===== config.mk =====
export PLATFORM = sky130hd
export DESIGN_NAME = nibble_code_writer
export DESIGN_NICKNAME = d
export VERILOG_FILES = /design/src/rtl/nce_pkg.sv /design/src/rtl/nce_encoder.sv /design/src/rtl/nce_bounds.sv /design/src/rtl/nce_sequencer.sv /design/src/rtl/nibble_code_writer.sv
export SDC_FILE = /design/constraint.sdc
export NUM_CORES = 1
export LEC_CHECK = 0
export CORE_UTILIZATION = 50
export DETAILED_ROUTE_END_ITERATION = 7
export DONT_BUFFER_PORTS = 1
export PLACE_DENSITY = 0.68
export REMOVE_ABC_BUFFERS = 1
export SLEW_MARGIN = 40
export SYNTH_ARGS = -nofsm -noshare
export SYNTH_HDL_FRONTEND = slang
export SYNTH_SLANG_ARGS = --single-unit

===== constraint.sdc =====
create_clock -name clk -period 2.15 [get_ports clk]
set_input_delay 0.1075 -clock clk [delete_from_list [all_inputs] [get_ports clk]]
set_output_delay 0.1075 -clock clk [all_outputs]
set_load 0.05 [all_outputs]

===== src/rtl/nce_pkg.sv =====
package nce_pkg;
  localparam int NIB_W  = 4;
  localparam int CODE_W = 8;
  localparam int BYTE_W = 2 * NIB_W;
  localparam int NIBS   = BYTE_W / NIB_W;

  typedef enum logic [1:0] {
    SQ_IDLE = 2'd0,
    SQ_LOW  = 2'd1,
    SQ_HIGH = 2'd2,
    SQ_FIN  = 2'd3
  } sq_state_e;

  // Widen one nibble into a code word: data in [3:0], pair parities above.
  function automatic logic [CODE_W-1:0] nce_encode(input logic [NIB_W-1:0] n);
    logic [NIB_W-1:0] chk;
    chk[0] = n[0] ^ n[1];
    chk[1] = n[2] ^ n[3];
    chk[2] = n[0] ^ n[2];
    chk[3] = n[1] ^ n[3];
    return {chk, n};
  endfunction

  // Encoded image end (exclusive) for a start offset and a byte count.
  function automatic logic [31:0] nce_span_end(input logic [31:0] off, input logic [31:0] len);
    return off + (len << 1);
  endfunction
endpackage


===== src/rtl/nce_encoder.sv =====
module nce_encoder
  import nce_pkg::*;
(
  input  logic [BYTE_W-1:0] byte_in,
  output logic [CODE_W-1:0] code_lo,
  output logic [CODE_W-1:0] code_hi
);
  logic [NIBS-1:0][CODE_W-1:0] codes;

  for (genvar g = 0; g < NIBS; g++) begin : g_nib
    assign codes[g] = nce_encode(byte_in[g*NIB_W +: NIB_W]);
  end

  assign code_lo = codes[0];
  assign code_hi = codes[NIBS-1];
endmodule


===== src/rtl/nce_bounds.sv =====
module nce_bounds
  import nce_pkg::*;
#(
  parameter int DEPTH = 1024,
  localparam int AW = $clog2(DEPTH)
) (
  input  logic [AW-1:0] off,
  input  logic [AW-1:0] len,
  output logic          over,
  output logic          zero
);
  logic [31:0] span_end;

  always_comb begin
    span_end = nce_span_end(32'(off), 32'(len));
    over     = span_end > 32'(DEPTH);
    zero     = (len == '0);
  end
endmodule


===== src/rtl/nce_sequencer.sv =====
module nce_sequencer
  import nce_pkg::*;
#(
  parameter int DEPTH = 1024,
  localparam int AW = $clog2(DEPTH)
) (
  input  logic              clk,
  input  logic              rst_n,
  input  logic              cmd_fire,
  input  logic              cmd_over,
  input  logic              cmd_zero,
  input  logic [AW-1:0]     cmd_off,
  input  logic [AW-1:0]     cmd_len,
  input  logic              byte_fire,
  input  logic [CODE_W-1:0] code_lo,
  input  logic [CODE_W-1:0] code_hi,
  output logic              idle,
  output logic              take_byte,
  output logic              wr_en,
  output logic [AW-1:0]     wr_addr,
  output logic [CODE_W-1:0] wr_data,
  output logic              done,
  output logic              err
);
  sq_state_e         state;
  logic [AW-1:0]     addr;
  logic [AW-1:0]     remain;
  logic [CODE_W-1:0] hi_q;
  logic              last_byte;

  assign idle      = (state == SQ_IDLE);
  assign take_byte = (state == SQ_LOW);
  assign last_byte = (remain == AW'(1));

  always_ff @(posedge clk or negedge rst_n) begin
    if (!rst_n) begin
      state   <= SQ_IDLE;
      addr    <= '0;
      remain  <= '0;
      hi_q    <= '0;
      wr_en   <= 1'b0;
      wr_addr <= '0;
      wr_data <= '0;
      done    <= 1'b0;
      err     <= 1'b0;
    end else begin
      wr_en <= 1'b0;
      done  <= 1'b0;
      err   <= 1'b0;
      unique case (state)
        SQ_IDLE: begin
          if (cmd_fire) begin
            if (cmd_over) begin
              err <= 1'b1;
            end else if (cmd_zero) begin
              done <= 1'b1;
            end else begin
              addr   <= cmd_off;
              remain <= cmd_len;
              state  <= SQ_LOW;
            end
          end
        end
        SQ_LOW: begin
          if (byte_fire) begin
            wr_en   <= 1'b1;
            wr_addr <= addr;
            wr_data <= code_lo;
            hi_q    <= code_hi;
            state   <= SQ_HIGH;
          end
        end
        SQ_HIGH: begin
          wr_en   <= 1'b1;
          wr_addr <= addr + AW'(1);
          wr_data <= hi_q;
          addr    <= addr + AW'(2);
          remain  <= remain - AW'(1);
          state   <= last_byte ? SQ_FIN : SQ_LOW;
        end
        SQ_FIN: begin
          done  <= 1'b1;
          state <= SQ_IDLE;
        end
        default: state <= SQ_IDLE;
      endcase
    end
  end
endmodule


===== src/rtl/nibble_code_writer.sv =====
module nibble_code_writer
  import nce_pkg::*;
#(
  parameter int DEPTH = 1024,
  localparam int AW = $clog2(DEPTH)
) (
  input  logic          clk,
  input  logic          rst_n,
  input  logic          cmd_valid,
  output logic          cmd_ready,
  input  logic [AW-1:0] cmd_offset,
  input  logic [AW-1:0] cmd_len,
  input  logic          in_valid,
  output logic          in_ready,
  input  logic [7:0]    in_data,
  output logic          wr_en,
  output logic [AW-1:0] wr_addr,
  output logic [7:0]    wr_data,
  output logic          done,
  output logic          err
);
  logic              cmd_fire;
  logic              byte_fire;
  logic              cmd_over;
  logic              cmd_zero;
  logic [CODE_W-1:0] code_lo;
  logic [CODE_W-1:0] code_hi;

  assign cmd_fire  = cmd_valid && cmd_ready;
  assign byte_fire = in_valid && in_ready;

  nce_bounds #(.DEPTH(DEPTH)) u_bounds (
    .off  (cmd_offset),
    .len  (cmd_len),
    .over (cmd_over),
    .zero (cmd_zero)
  );

  nce_encoder u_enc (
    .byte_in (in_data),
    .code_lo (code_lo),
    .code_hi (code_hi)
  );

  nce_sequencer #(.DEPTH(DEPTH)) u_seq (
    .clk       (clk),
    .rst_n     (rst_n),
    .cmd_fire  (cmd_fire),
    .cmd_over  (cmd_over),
    .cmd_zero  (cmd_zero),
    .cmd_off   (cmd_offset),
    .cmd_len   (cmd_len),
    .byte_fire (byte_fire),
    .code_lo   (code_lo),
    .code_hi   (code_hi),
    .idle      (cmd_ready),
    .take_byte (in_ready),
    .wr_en     (wr_en),
    .wr_addr   (wr_addr),
    .wr_data   (wr_data),
    .done      (done),
    .err       (err)
  );
endmodule


# Word level (Yosys, flattened, before mapping)
# Cells that the tools add are included.
# classes
addsub	4
order_cmp	1
n_eq_ne	8
n_mux	27
bitwise	8
n_reduce_logical	10
# op_table
cell	n
2-to-1 mux 10 bit	7
one-hot mux 10 bit (2 select lines)	3
> comparator 32 x 11 -> 1 bit, second input constant	1
one-hot mux 8 bit (2 select lines)	1
adder 10 x 11 -> 12 bit	1
adder 10 x 1 -> 10 bit, second input constant	1
adder 10 x 2 -> 10 bit, second input constant	1
equality test 10 x 1 -> 1 bit, second input constant	1
zero test 10 bit	1
2-to-1 mux 2 bit	5
subtractor 10 x 1 -> 10 bit, second input constant	1
2-to-1 mux 8 bit	1
one-hot mux 2 bit (4 select lines)	1
AND reduction 4 bit	2
XOR 1 bit	8
2-to-1 mux 1 bit	7
equality test 2 bit, second input constant	2
inequality test 2 x 1 -> 1 bit, second input constant	2
inequality test 2 bit, second input constant	2
one-hot mux 1 bit (2 select lines)	2
AND reduction 2 bit	2
nonzero test 2 bit	2
equality test 2 x 1 -> 1 bit, second input constant	1
logical AND 1 bit	2
zero test 2 bit	1
# word_totals
ff_bits	51
inputBits	32
out_inout_bits	23
wordCells	67

# Depth between registers and ports, before layout
# logic_depth
word_depth	5
ltp_mapped	12
ltp_nobuf	11

# Hierarchy
# Synthesis repeated with hierarchy kept, for this count alone.
# unflattened
hier_cells	387
area_unflattened_um2	3517.1
# modules_own_cells
module	n_inst	cells_per_inst	area_per_inst_um2	seq_area_each_um2
nce_sequencer	1	301	2846.5	1276.2
nce_bounds	1	68	528.0	0.0
nce_encoder	1	16	130.1	0.0
nibble_code_writer	1	2	12.5	0.0

# Worst setup path after synthesis
# No wires, ideal clock.
# synth_path
kind	input-to-reg
from	input cmd_offset[1]
to	register u_seq.remain[0]
setup_time_ns	0.121
arrival_time_ns	2.237
required_time_ns	2.029
setup_slack_ns	-0.208
cell_stages	11
n_path_buf	0
cell_sequence	ha_1 > inv_1 > fa_1 > nand2b_1 > a21oi_2 > o22ai_1 > xnor2_1 > o31a_4 > o31ai_4 > a32oi_1 > a22o_1
# synth_between
elab_chain_cells	4
# synth_lines
item	line	rtl
start, declared	nibble_code_writer.sv:11	input logic [AW-1:0] cmd_offset,
adder 10 x 11 -> 12 bit	nce_pkg.sv:26	return off + (len << 1);
> comparator 32 x 11 -> 1 bit	nce_bounds.sv:16	over = span_end > 32'(DEPTH);
inequality test 2 bit (no source line)	-	
AND reduction 4 bit (no source line)	-	
end signal, assigned	nce_sequencer.sv:59	remain <= cmd_len;
end signal, assigned	nce_sequencer.sv:78	remain <= remain - AW'(1);
end, declared	nce_sequencer.sv:27	logic [AW-1:0] remain;
# Every way passes these cells.
# A chain may end at the register's enable or synchronous reset.

# Worst setup path in the final report
# layout_path
from	input cmd_offset[2]
to	register u_seq.addr[6]
# layout_between
elab_chain_cells	4
# layout_lines
item	line	rtl
adder 10 x 11 -> 12 bit	nce_pkg.sv:26	
> comparator 32 x 11 -> 1 bit	nce_bounds.sv:16	
inequality test 2 bit (no source line)	-	
AND reduction 4 bit (no source line)	-	
end signal, assigned	nce_sequencer.sv:58	addr <= cmd_off;
end signal, assigned	nce_sequencer.sv:77	addr <= addr + AW'(2);
end, declared	nce_sequencer.sv:26	logic [AW-1:0] addr;
# Every way passes these cells.

==> impl_metrics.json <==
{
  "status": "finished with violations",
  "violations": "DRC, hold timing",
  "antenna_found_initial": 0,
  "leakagePower_nw": 1.76,
  "finalClockSkew_ns": 0.00576,
  "min_to": "u_seq.wr_data[1]",
  "power_density_nw_per_um2": 1420,
  "grt-ovfl-total": 0,
  "fillers": 556,
  "dr.pass1.iters": 6,
  "ys_seq_area_share_pct": 37.1,
  "r2r-end": "u_seq.addr[3]",
  "die-area_um2": 7210,
  "postSynthRegisterBits": 51,
  "synth-main-ff-cell": "dfrtp_1",
  "synth_warnings": 0,
  "die_w_um": 84.9,
  "worst-path-max-fanout": 3,
  "start_util_pct": 53.0,
  "fmax_mhz": 474,
  "yosysUniqueCellTypes": 60,
  "synth_area_um2": 3440,
  "peakVddDrop_uv": 584,
  "cts_made_buffers": 5,
  "hold_path_depth": 2,
  "cap_violations": 0,
  "synthCells": 399,
  "hold_ws_ns": -0.000806,
  "worst_pin_slew_ns": 0.487,
  "critPathArrivalTime_ns": 2.33,
  "min_from": "in_data[1]",
  "cts_sinks": 51,
  "port_buffers": 0,
  "r2r_start": "u_seq.state[1]",
  "cts_tree": "yes",
  "placeableCoreArea_um2": 6490,
  "areaGrowthSynthToFinish_pct": 20.7,
  "antennaDiodeCount": 0,
  "first_iter_violations": 249,
  "hold_viol_final": 1,
  "min_period_ns": 2.11,
  "dp_hpwl_um": 6330,
  "criticalPathCategory": "primary input to register",
  "drive_above_1_share_pct": 20.5,
  "ff2ff_path_depth": 11,
  "wirelength_um": 8680,
  "vias": 3079,
  "worstPathRequired_ns": 2.38,
  "avgRoutedWirePerCell_um": 16.7,
  "io_pins": 55,
  "grt_usage_pct": 24.6,
  "setup_viol": 0,
  "h-tree-depth": 2,
  "nets": 493,
  "drc_errors": 9,
  "cp-end-kind": "register",
  "syn_area_per_cell_um2": 8.62,
  "fin_crit_sh_pct": 98.0,
  "cp-start-kind": "primary input",
  "die_h_um": 84.9,
  "startpoint": "cmd_offset[2]",
  "maxSlewHeadroom_pct": 67.5,
  "clk_path_buf_depth": 2,
  "synth_edf_count": 0,
  "postRouteAntennaNets": 0,
  "clkSlewWorstSetupHoldPaths_ns": 0.11,
  "hold_class": "primary input to register",
  "rows": 29,
  "grt_pass1_vias": 2935,
  "drv_slew": 0,
  "grt_pass1_wl_um": 14000,
  "rsz0062_at_grt": "true",
  "utilization_pct": 63.9,
  "grt_max_degree": 52,
  "regToRegSetupSlack_ns": 0.05,
  "total_power_w": 0.00589,
  "gp_congestion": 0.892,
  "vias_per_cell": 5.91,
  "synth-async-reset-ratio_pct": 100,
  "root_buffer": "clkbuf_8",
  "clock_insertion_delay_worst_skew_ns": 0.31
}
[sequential cells by signal (all words and copies together), names as in the netlist]
name,count
u_seq.addr,10
u_seq.done,1
u_seq.err,1
u_seq.hi_q,8
u_seq.remain,10
u_seq.state,2
u_seq.wr_addr,10
u_seq.wr_data,8
u_seq.wr_en,1
[critical path, cell delays in order]
cell and delay (ns):
ha_1 0.31, a211oi_4 0.30, o21ai_2 0.12, a311oi_1 0.27
o21ai_1 0.17, o31ai_2 0.29, buf_4 0.15, nor3_1 0.04
a311o_1 0.35, a311oi_2 0.23
[where the power goes]
group | switching, W | internal (W) | total, W
Combinational | 0.00156 | 0.00129 | 0.00285
Clock | 0.000366 | 0.000242 | 0.000609
Sequential | 0.00102 | 0.00142 | 0.00243
[repair_timing]
action / in CTS / in global routing
hold buffers: 10 / 0
resized for setup: 9 / 22
endpoints found under the hold margin: 63 / 0
pin swaps: 2 / 13
setup buffers: 1 / 2
endpoints found under the setup margin: 20 / 20
[through the flow]
step | hold WS (ns) | area (µm²) | cells | TNS [ns] | setup WS (ns)
6_report | -0.000806 | 4150 | 521 | 0 | 0.0423
3_3_place_gp | -0.187 | 3770 | 500 | -5.34 | -0.325
5_1_grt | 0.0398 | 4150 | 521 | -0.211 | -0.0472
4_1_cts | 0.00139 | 4030 | 519 | 0 | 0.0153
2_1_floorplan | -0.188 | 3350 | 380 | -34.22 | -1.34
3_5_place_dp | -0.187 | 3770 | 500 | -7.15 | -0.415
[how the worst max path moves through the flow]
stage	to	slack, ns	cells past startpoint
CTS	u_seq.addr[6]	0.02	12
global route	u_seq.addr[6]	-0.05	11
finish	u_seq.addr[6]	0.04	10
detailed placement	u_seq.addr[6]	-0.42	12
floorplan	u_seq.addr[6]	-1.34	7
global placement	u_seq.addr[6]	-0.32	12
[area by class of cell]
class,instances,area [µm²],share of cell area (%)
clock buffer,5,68.8,1.66
tap,77,96.3,2.32
inverter,17,63.8,1.54
sequential,51,1280,30.7
multi-input combinational,312,2150,51.8
clock inverter,3,28.8,0.693
timing repair buffer,56,467,11.2
[kinds of logic after synthesis]
group / share of synthesized area (%)
flops: 37.1
buf+inv: 4.40
compound gates: 22.1
mux: 4.62
xor+xnor: 5.60
simple gates: 19.4
fa+ha+maj: 6.77
[placed cells by master, fill, tap and decap left out, types with 3 or more instances in the layout]
cell type | Yosys | layout
nand2_1 | 61 | 61
o21ai_1 | 4 | 3
mux2_2 | 6 | 6
o21ai_2 | 1 | 4
and3_1 | 4 | 4
xnor2_1 | 19 | 19
a21oi_1 | 17 | 17
inv_1 | 16 | 14
clkbuf_8 | 0 | 5
nor2b_1 | 4 | 3
nand4_1 | 4 | 4
nand3_1 | 10 | 9
buf_4 | 0 | 45
o211ai_1 | 8 | 8
dlygate4sd3_1 | 0 | 9
nand3b_1 | 3 | 3
nand2b_1 | 7 | 6
dfrtp_1 | 51 | 51
nor2_1 | 32 | 31
a31oi_1 | 4 | 4
o31ai_1 | 5 | 4
mux2i_1 | 8 | 8
nor3_1 | 11 | 11
o22ai_1 | 4 | 3
o21ai_0 | 35 | 33
a32oi_1 | 5 | 5
ha_1 | 17 | 14
xor2_1 | 3 | 3
ha_4 | 0 | 3
a311o_1 | 3 | 3
[cells in the mapped netlist (all sizes together), types with 6 or more instances]
master  count  share of area, %
nand2      61               6.7
ha         17               6.2
nor2       32               3.5
mux2i       8               2.3
nand2b      7               1.3
inv        16               1.7
o21ai      40               5.9
xnor2      19               4.8
o211ai      8               1.7
a21oi      18               2.7
dfrtp      51                37
mux2        7               2.3
o31ai       6               1.7
nand3      10               1.5
nor3       12               2.1
clkbuf     15               1.6
[routing by layer]
metal | global-route usage, % | wire, µm | vias to the layer above
li1 | - | - | 1508
met1 | 31.4 | 3790 | 1458
met2 | 41.9 | 4170 | 101
met3 | 5.93 | 597 | 12
met4 | 6.47 | 116 | 0
met5 | 0 | 0 | -
No activity file was read; power rests on OpenSTA's default activity.
